[config.mk]
export PLATFORM = sky130hd
export DESIGN_NAME = wdt_ta_top
export DESIGN_NICKNAME = d
export VERILOG_FILES = /design/src/rtl/wdt_ta_pkg.sv /design/src/rtl/wdt_keygate.sv /design/src/rtl/wdt_stage_counter.sv /design/src/rtl/wdt_ta_top.sv
export SDC_FILE = /design/constraint.sdc
export NUM_CORES = 1
export LEC_CHECK = 0
export BUFFER_PORTS_ARGS = -buffer_cell sky130_fd_sc_hd__buf_4
export CAP_MARGIN = 20
export CORE_ASPECT_RATIO = 0.8
export CORE_MARGIN = 5
export CORE_UTILIZATION = 30
export CTS_CLUSTER_DIAMETER = 60
export DETAILED_ROUTE_END_ITERATION = 8
export GPL_TIMING_DRIVEN = 0
export PLACE_DENSITY = 0.46
export SYNTH_ARGS = -nofsm -noshare
export SYNTH_HDL_FRONTEND = slang
export SYNTH_SLANG_ARGS = --single-unit
[constraint.sdc]
create_clock -name clk -period 2.55 [get_ports clk]
set_clock_uncertainty 0.05 [all_clocks]
set_input_delay 0.1275 -clock clk [delete_from_list [all_inputs] [get_ports clk]]
set_output_delay 0.1275 -clock clk [all_outputs]
set_load 0.01 [all_outputs]
[src/rtl/wdt_ta_pkg.sv]
package wdt_ta_pkg;
    typedef enum logic {KEY_IDLE, KEY_ARMED} key_st_e;

    localparam logic [7:0] KEY_FIRST  = 8'hAA;
    localparam logic [7:0] KEY_SECOND = 8'h55;

    typedef struct packed {
        logic       irq_en;
        logic       rst_en;
        logic       ws_en;
        logic [1:0] mode;
    } wdt_ctrl_t;
endpackage

[src/rtl/wdt_keygate.sv]
module wdt_keygate
    import wdt_ta_pkg::*;
#(
    parameter int WIN_CLKS = 12,
    parameter int ADDR_W   = 2,
    parameter int KEY_ADDR = 0
) (
    input  logic              clk,
    input  logic              rst_n,
    input  logic              we,
    input  logic [ADDR_W-1:0] addr,
    input  logic [7:0]        wdata,
    output logic              open_o
);
    localparam int WIN_W = $clog2(WIN_CLKS + 1);

    typedef struct packed {
        key_st_e          st;
        logic [WIN_W-1:0] win;
    } gate_t;

    gate_t g_d, g_q;
    logic  key_hit;

    assign key_hit = we && (addr == ADDR_W'(KEY_ADDR));

    always_comb begin
        g_d = g_q;
        if (g_q.win != '0) begin
            g_d.win = g_q.win - WIN_W'(1);
        end
        if (key_hit) begin
            if (wdata == KEY_FIRST) begin
                g_d.st  = KEY_ARMED;
                g_d.win = '0;
            end else if (wdata == KEY_SECOND && g_q.st == KEY_ARMED) begin
                g_d.st  = KEY_IDLE;
                g_d.win = WIN_W'(WIN_CLKS);
            end else begin
                g_d.st  = KEY_IDLE;
                g_d.win = '0;
            end
        end else if (we) begin
            g_d.st = KEY_IDLE;
        end
    end

    always_ff @(posedge clk or negedge rst_n) begin
        if (!rst_n) begin
            g_q <= '{st: KEY_IDLE, win: '0};
        end else begin
            g_q <= g_d;
        end
    end

    assign open_o = (g_q.win != '0);

    // window only opens right after a 55h key write
    p_open_after_key_r8: assert property (@(posedge clk) disable iff (!rst_n)
        $rose(open_o) |-> $past(key_hit && wdata == KEY_SECOND));

    // any other key write leaves the gate closed
    p_key_relock_r10: assert property (@(posedge clk) disable iff (!rst_n)
        (key_hit && wdata != KEY_SECOND) |=> !open_o);
endmodule

[src/rtl/wdt_stage_counter.sv]
module wdt_stage_counter #(
    parameter int BASE_LOG2 = 17,
    parameter int STEP_LOG2 = 3,
    parameter int RST_GAP   = 512
) (
    input  logic       clk,
    input  logic       rst_n,
    input  logic       en,
    input  logic       restart,
    input  logic [1:0] mode,
    input  logic       rst_en,
    output logic       tout_o,
    output logic       rst_pulse_o,
    output logic       rst_seen_o
);
    localparam int CNT_W = BASE_LOG2 + 3 * STEP_LOG2 + 2;

    typedef struct packed {
        logic [CNT_W-1:0] cnt;
        logic             tout;
        logic             fired;
        logic             pulse;
        logic             seen;
    } stage_t;

    stage_t           s_d, s_q;
    logic [CNT_W-1:0] irq_tab [4];
    logic [CNT_W-1:0] irq_lim, rst_lim, cnt_nxt;

    for (genvar m = 0; m < 4; m++) begin : g_lim
        assign irq_tab[m] = CNT_W'(1) << (BASE_LOG2 + STEP_LOG2 * m);
    end

    assign irq_lim = irq_tab[mode];
    assign rst_lim = irq_lim + CNT_W'(RST_GAP);
    assign cnt_nxt = s_q.cnt + CNT_W'(1);

    always_comb begin
        s_d       = s_q;
        s_d.pulse = 1'b0;
        if (restart) begin
            s_d.cnt   = '0;
            s_d.tout  = 1'b0;
            s_d.fired = 1'b0;
        end else if (en && !s_q.fired) begin
            s_d.cnt = cnt_nxt;
            if (cnt_nxt >= irq_lim) begin
                s_d.tout = 1'b1;
            end
            if (cnt_nxt >= rst_lim) begin
                s_d.fired = 1'b1;
                if (rst_en) begin
                    s_d.pulse = 1'b1;
                    s_d.seen  = 1'b1;
                end
            end
        end
    end

    always_ff @(posedge clk or negedge rst_n) begin
        if (!rst_n) begin
            s_q <= '0;
        end else begin
            s_q <= s_d;
        end
    end

    assign tout_o      = s_q.tout;
    assign rst_pulse_o = s_q.pulse;
    assign rst_seen_o  = s_q.seen;

    p_pulse_single_r4: assert property (@(posedge clk) disable iff (!rst_n)
        rst_pulse_o |=> !rst_pulse_o);

    p_seen_sticky_r5: assert property (@(posedge clk) disable iff (!rst_n)
        rst_seen_o |=> rst_seen_o);

    p_restart_clears_r6: assert property (@(posedge clk) disable iff (!rst_n)
        restart |=> (!tout_o && !rst_pulse_o && s_q.cnt == '0));

    p_hold_when_idle_r7: assert property (@(posedge clk) disable iff (!rst_n)
        (!en && !restart) |=> ($stable(s_q.cnt) && !rst_pulse_o));
endmodule

[src/rtl/wdt_ta_top.sv]
module wdt_ta_top
    import wdt_ta_pkg::*;
#(
    parameter int BASE_LOG2 = 17,
    parameter int STEP_LOG2 = 3,
    parameter int RST_GAP   = 512,
    parameter int WIN_CLKS  = 12,
    parameter int ADDR_W    = 2,
    parameter int KEY_ADDR  = 0,
    parameter int CTRL_ADDR = 1
) (
    input  logic              clk,
    input  logic              rst_n,
    input  logic              wdt_en,
    input  logic              wdt_kick,
    input  logic              bus_we,
    input  logic [ADDR_W-1:0] bus_addr,
    input  logic [7:0]        bus_wdata,
    output logic              wdt_irq,
    output logic              wdt_rst_req,
    output logic              wdt_tout,
    output logic              wdt_rst_seen,
    output logic              ta_open,
    output logic              rst_en_o,
    output logic              ws_en_o
);
    wdt_ctrl_t ctrl_d, ctrl_q;
    logic      ctrl_hit, restart;

    assign ctrl_hit = bus_we && (bus_addr == ADDR_W'(CTRL_ADDR));
    assign restart  = wdt_kick || (ctrl_hit && bus_wdata[0]);

    wdt_keygate #(
        .WIN_CLKS (WIN_CLKS),
        .ADDR_W   (ADDR_W),
        .KEY_ADDR (KEY_ADDR)
    ) i_gate (
        .clk    (clk),
        .rst_n  (rst_n),
        .we     (bus_we),
        .addr   (bus_addr),
        .wdata  (bus_wdata),
        .open_o (ta_open)
    );

    always_comb begin
        ctrl_d = ctrl_q;
        if (ctrl_hit) begin
            ctrl_d.irq_en = bus_wdata[1];
            ctrl_d.mode   = bus_wdata[5:4];
            if (ta_open) begin
                ctrl_d.rst_en = bus_wdata[2];
                ctrl_d.ws_en  = bus_wdata[3];
            end
        end
    end

    always_ff @(posedge clk or negedge rst_n) begin
        if (!rst_n) begin
            ctrl_q <= '0;
        end else begin
            ctrl_q <= ctrl_d;
        end
    end

    wdt_stage_counter #(
        .BASE_LOG2 (BASE_LOG2),
        .STEP_LOG2 (STEP_LOG2),
        .RST_GAP   (RST_GAP)
    ) i_stage (
        .clk         (clk),
        .rst_n       (rst_n),
        .en          (wdt_en),
        .restart     (restart),
        .mode        (ctrl_q.mode),
        .rst_en      (ctrl_q.rst_en),
        .tout_o      (wdt_tout),
        .rst_pulse_o (wdt_rst_req),
        .rst_seen_o  (wdt_rst_seen)
    );

    assign wdt_irq  = wdt_tout && ctrl_q.irq_en;
    assign rst_en_o = ctrl_q.rst_en;
    assign ws_en_o  = ctrl_q.ws_en;

    p_lock_hold_r9: assert property (@(posedge clk) disable iff (!rst_n)
        !ta_open |=> ($stable(ctrl_q.rst_en) && $stable(ctrl_q.ws_en)));

    p_pulse_needs_en_r4: assert property (@(posedge clk) disable iff (!rst_n)
        wdt_rst_req |-> $past(ctrl_q.rst_en));
endmodule

**After elaboration in Yosys (flattened, before gate mapping)**

Index checks and enable logic that the tools add are counted.

- Input port bits: 15
- Logic and storage cells: 56
- Register bits: 42
- Output and inout port bits: 7

- Magnitude comparators: 3
- Reductions and logical operators: 19
- $add $sub $neg: 3
- Bitwise logic cells: 2
- Eq/ne operators: 3
- Muxes and demuxes: 15

Operators by type and width:

| kind | count |
|---|---|
| $bmux 28 s2 | 1 |
| $ge 28x28->1 | 2 |
| $mux 28 | 2 |
| $mux 32 | 1 |
| $mux 30 | 1 |
| $add 28x1->28 const B | 1 |
| $add 28x10->28 const B | 1 |
| $mux 4 | 3 |
| $reduce_bool 2->1 | 5 |
| $eq 8x7->1 const B | 1 |
| $eq 8x8->1 const B | 1 |
| $logic_and 1x1->1 | 6 |
| $reduce_and 2->1 | 3 |
| $mux 5 | 1 |
| $mux 2 | 2 |
| $reduce_and 4->1 | 1 |
| $reduce_bool 4->1 | 1 |
| $sub 4x1->4 const B | 1 |
| $ge 3x3->1 const B | 1 |
| $mux 1 | 3 |
| $mux 3 | 1 |
| $not 2->3 | 1 |
| $eq 2x1->1 const B | 1 |
| $logic_not 2->1 | 1 |
| other kinds (3) | 3 |

**Depth between registers and ports, before layout**

- Depth after elaboration: 9
- Gate-level depth with buffers: 13
- Mapped depth without buffers: 11

**Modules after synthesis**

Synthesis repeated with hierarchy kept, for this count alone.

- Cells, all modules: 317
- Area, all modules: 2836.5 sq um

Modules (own cells, without submodules):

| module | times used | area each (sq um) | sequential area each (sq um) | cells each |
|---|---|---|---|---|
| wdt_stage_counter | 1 | 2301.0 | 800.8 | 270 |
| wdt_keygate | 1 | 320.3 | 125.1 | 32 |
| wdt_ta_top | 1 | 215.2 | 125.1 | 15 |

**Worst setup path after synthesis**

No wires, ideal clock.

- Kind: register -> register
- Start: register i_stage.s_q[18] in the netlist's numbering
- End: register i_stage.s_q (netlist bit i_stage.tout_o)
- Slack: -0.233 ns
- Path buffers: 2
- Data arrival time: 2.607 ns
- Stages on the path, launching flop included: 14
- Period minus slack after synthesis: 2.783 ns
- Library setup time: 0.126 ns
- Data required time: 2.374 ns
- Cell sequence: dfrtp_1 buf_2 nand3_1 nor4_2 buf_6 nand2_1 nor2_1 xor2_1 ha_1 or4_4 o221ai_2 o2111ai_2 a22oi_2 o21ai_1

- Word-level cells in the longest chain between the ends: 4

Ends and longest elaborated chain:

| what | line | text |
|---|---|---|
| start: declaration | wdt_stage_counter.sv:26 | `stage_t s_d, s_q;` |
| start signal: assignment | wdt_stage_counter.sv:62 | `s_q <= '0;` |
| start signal: assignment | wdt_stage_counter.sv:64 | `s_q <= s_d;` |
| $add 28x1->28 | wdt_stage_counter.sv:36 | `assign cnt_nxt = s_q.cnt + CNT_W'(1);` |
| $ge 28x28->1 | wdt_stage_counter.sv:47 | `if (cnt_nxt >= irq_lim) begin` |
| $reduce_bool 2->1 (no line) | n/a |  |
| $reduce_and 2->1 (no line) | n/a |  |

No other way between the ends.
A chain may end at the register's enable or synchronous reset.

**Final worst setup path**

- Start: register i_stage.s_q[8] in the netlist's numbering
- End: register i_stage.s_q (netlist bit i_stage.tout_o)

Same word-level chain as after synthesis.

==> flow_summary.ini <==
[routing]
first_pass_iters = 4
detail_route.vias_per_cell = 5.071
drtIter0Drc = 191
drc = 0
via_count = 2632
postRouteAntennaNets = 0
wl_um = 8242
avgRoutedWirePerCell_um = 15.88

[final_layout]
nets = 405
design_area_sq_mm = 0.003745
flow.area_growth_from_synthesis_pct = 25.91
drive_gt1_frac = 0.2768
fin_util = 0.3881
antennaDiodeCount = 0

[synth]
synth_xor_area_frac = 0.08835
synth_cell_types = 65
netlist_instances = 335
synth_top_family_by_area = simple AND/OR/NAND/NOR gates
yosys.area_share.simple = 0.3130
synthesis.nets = 358
synthTopCellsByCount = 42 x dfrtp_1, 39 x nor2_1, 37 x nand2_1
synth_mux_area_frac = 0.01809
netlist_area_sq_mm = 0.002974
synthAdderAreaFrac = 0.03366
ys_async_sr_fraction = 1.000
synthTopCellsByArea = dfrtp_1 35%, xor2_1 6.5%, nor2_1 4.9%
synth_sequential_area_ratio = 0.3534
ys_warn_count = 0
yosysTopAreaCell = dfrtp_1
synthFlopType = dfrtp_1
synth.top_cell.area_share = 0.3534
ys_seq_elements = 42
avgSynthCellArea_sq_um = 8.878
yosysMostFrequentCell = dfrtp_1
synth_compound_area_frac = 0.1254
synth_edf_count = 0

[worst_setup_path]
r2r-start = i_stage.s_q[8]$_DFFE_PN0P_
reg2reg_depth = 13
worst_setup_path_end_kind = flip-flop
path_class = flip-flop to flip-flop
start_kind = flip-flop
timing.rr.end = i_stage.tout_o$_DFFE_PN0P_
worstPathArrival_ns = 2.77
cp.required_ns = 2.68
crit_fanout = 8
rrSetupSlack_ns = -0.09

[sta]
fin_ws_ns = -0.09417
setup_tns_ns = -0.1681
max_freq_mhz = 378.2
finalSetupViolCount = 3
period_needed_ns = 2.644
tightestPinTransition_ns = 0.6802
post-route-period-util = 1.037
hold_viol_final = 0
relSlewSlack = 0.5466
rsz0062_at_grt = yes
drv_slew = 0

[pwr]
p_per_area_mw_per_mm2 = 506.7
peakVddDrop_v = 0.0002334
p_total_mw = 1.898
p_leak_nw = 1.578

[floorplan]
fp.dieH_um = 99.06
io_pins = 22
die_x_um = 121.3
initial_core_util = 0.3082
die_area_sq_mm = 0.01202
std_cell_rows = 32
core_area_sq_mm = 0.009649

[placed_design]
gp_congestion = 0.7800
dp_hpwl_um = 5688
placed_area_sq_mm = 0.003342
io_buffers = 21

[clock_network]
htreeDepth = 2
clkTransAtPathRegs_ns = 0.07
clock_latency_ns = 0.29
cts_tree = built
cts-root-buf = clkbuf_16
clkSinkCount = 42
clockBufferDepth = 2
cts_buffers = 5

[grt]
grt_pass1_vias = 2533
grt_pass1_wl_um = 13410
grt_overflow_total = 0
antenna_found_initial = 0
grt_max_degree = 43
grt.total_usage = 0.1411

[hold_path]
holdPathEnd = ctrl_q[1]$_DFFE_PN0P_
min_from = bus_wdata[5]
min_path_cells = 3
hold_path.class = input pin to flip-flop

[job]
max_cap_violations = 0

[outcome]
status = complete, but fails checks
violations = negative setup slack
power breakdown:
group / total (mW) / internal [mW] / switching, mW
combinational: 0.367 / 0.170 / 0.196
clock: 0.755 / 0.463 / 0.292
sequential: 0.775 / 0.727 / 0.0489
total: 1.90 / 1.36 / 0.537
final cells by class:
cell class	instances	area, sq um
fillers	986	5904
multi-input cells	264	1834
flip-flops and latches	42	1059
repair buffers	43	330.3
well taps	136	170.2
plain buffers	17	151.4
clock buffers	6	128.9
clock inverters	2	37.54
inverters	9	33.78
per-stage QoR:
step | worst slack (ns) | hold WS [ns] | cells
finish | -0.09417 | 0.01646 | 519
global route | -0.2519 | 0.02581 | 519
detailed placement | -0.3503 | 0.1248 | 492
global placement | -0.3581 | 0.1273 | 492
CTS | -0.1023 | 0.004828 | 519
floorplan | -0.09650 | -0.2181 | 335
worst max-delay path: stages, from the launching register on:
cell       delay [ns]
dfrtp_1          0.32
buf_4            0.16
nand4_4          0.16
nor4_4           0.20
buf_6            0.15
nand2_4          0.06
nor2_4           0.10
xor2_2           0.08
ha_2             0.18
or4_4            0.47
o221ai_2         0.16
o2111ai_2        0.17
a22oi_2          0.18
o21ai_1          0.08
worst max path at each step:
stage / start / to / slack [ns] / depth (start not counted)
floorplan: i_stage.s_q[10]$_DFFE_PN0P_ / i_stage.tout_o$_DFFE_PN0P_ / -0.1 / 13
global placement: i_stage.s_q[13]$_DFFE_PN0P_ / i_stage.tout_o$_DFFE_PN0P_ / -0.36 / 13
detailed placement: i_stage.s_q[13]$_DFFE_PN0P_ / i_stage.rst_seen_o$_DFFE_PN0P_ / -0.35 / 13
CTS: i_stage.s_q[13]$_DFFE_PN0P_ / i_stage.tout_o$_DFFE_PN0P_ / -0.10 / 13
global route: i_stage.s_q[12]$_DFFE_PN0P_ / i_stage.tout_o$_DFFE_PN0P_ / -0.25 / 13
finish: i_stage.s_q[8]$_DFFE_PN0P_ / i_stage.tout_o$_DFFE_PN0P_ / -0.09 / 13
kinds of logic (layout without fill, tap and decap cells):
logic type      Yosys count  count (layout)
fa+ha+maj                 8               8
flops                    42              42
mux                       5               5
simple gates            170             170
xor+xnor                 30              30
compound gates           51              51
buf+inv                  29              77
placed cells by master, fill, tap and decap left out, types with 3 or more instances in the layout:
| cell | netlist | layout |
|---|---|---|
| buf_4 | 1 | 41 |
| nor2_1 | 39 | 36 |
| dfrtp_1 | 42 | 36 |
| nand2_1 | 37 | 35 |
| xor2_1 | 22 | 20 |
| a21oi_1 | 18 | 18 |
| nand4_1 | 17 | 17 |
| nand3_1 | 17 | 14 |
| o21ai_0 | 12 | 12 |
| inv_1 | 9 | 9 |
| nor3_1 | 9 | 9 |
| xnor2_1 | 8 | 8 |
| or3_1 | 8 | 8 |
| buf_6 | 3 | 7 |
| clkbuf_1 | 5 | 6 |
| ha_1 | 8 | 6 |
| dfrtp_2 | 0 | 6 |
| nor4_1 | 6 | 5 |
| clkbuf_16 | 0 | 5 |
| and3_1 | 4 | 4 |
| clkbuf_8 | 3 | 3 |
| nand3_4 | 0 | 3 |
| nand2b_1 | 3 | 3 |
| mux2_2 | 3 | 3 |
| o31a_1 | 3 | 3 |
| dlygate4sd3_1 | 0 | 3 |
repair_timing:
| action | in CTS | in global routing |
|---|---|---|
| hold endpoints to repair | 44 | 0 |
| hold buffers | 3 | 0 |
| setup buffers | 18 | 1 |
| pin swaps | 13 | 5 |
| setup endpoints to repair | 4 | 4 |
| resized for setup | 30 | 3 |
registers in the layout (all words and copies together) (netlist names):
name and flops:
i_stage.rst_seen_o 1, i_stage.tout_o 1, ws_en_o 1, i_gate.g_q 5, i_stage.s_q 29, i_stage.rst_pulse_o 1
ctrl_q 3, rst_en_o 1
per-layer routing:
| layer | global-route usage | vias to the layer above | part of all wire |
|---|---|---|---|
| met5 | 0 | - | 0 |
| met4 | 0.03618 | 0 | 0.0092 |
| met3 | 0.02639 | 7 | 0.042 |
| met2 | 0.1834 | 53 | 0.40 |
| met1 | 0.2314 | 1278 | 0.55 |
| li1 | - | 1294 | - |
No activity file was read; power rests on OpenSTA's default activity.
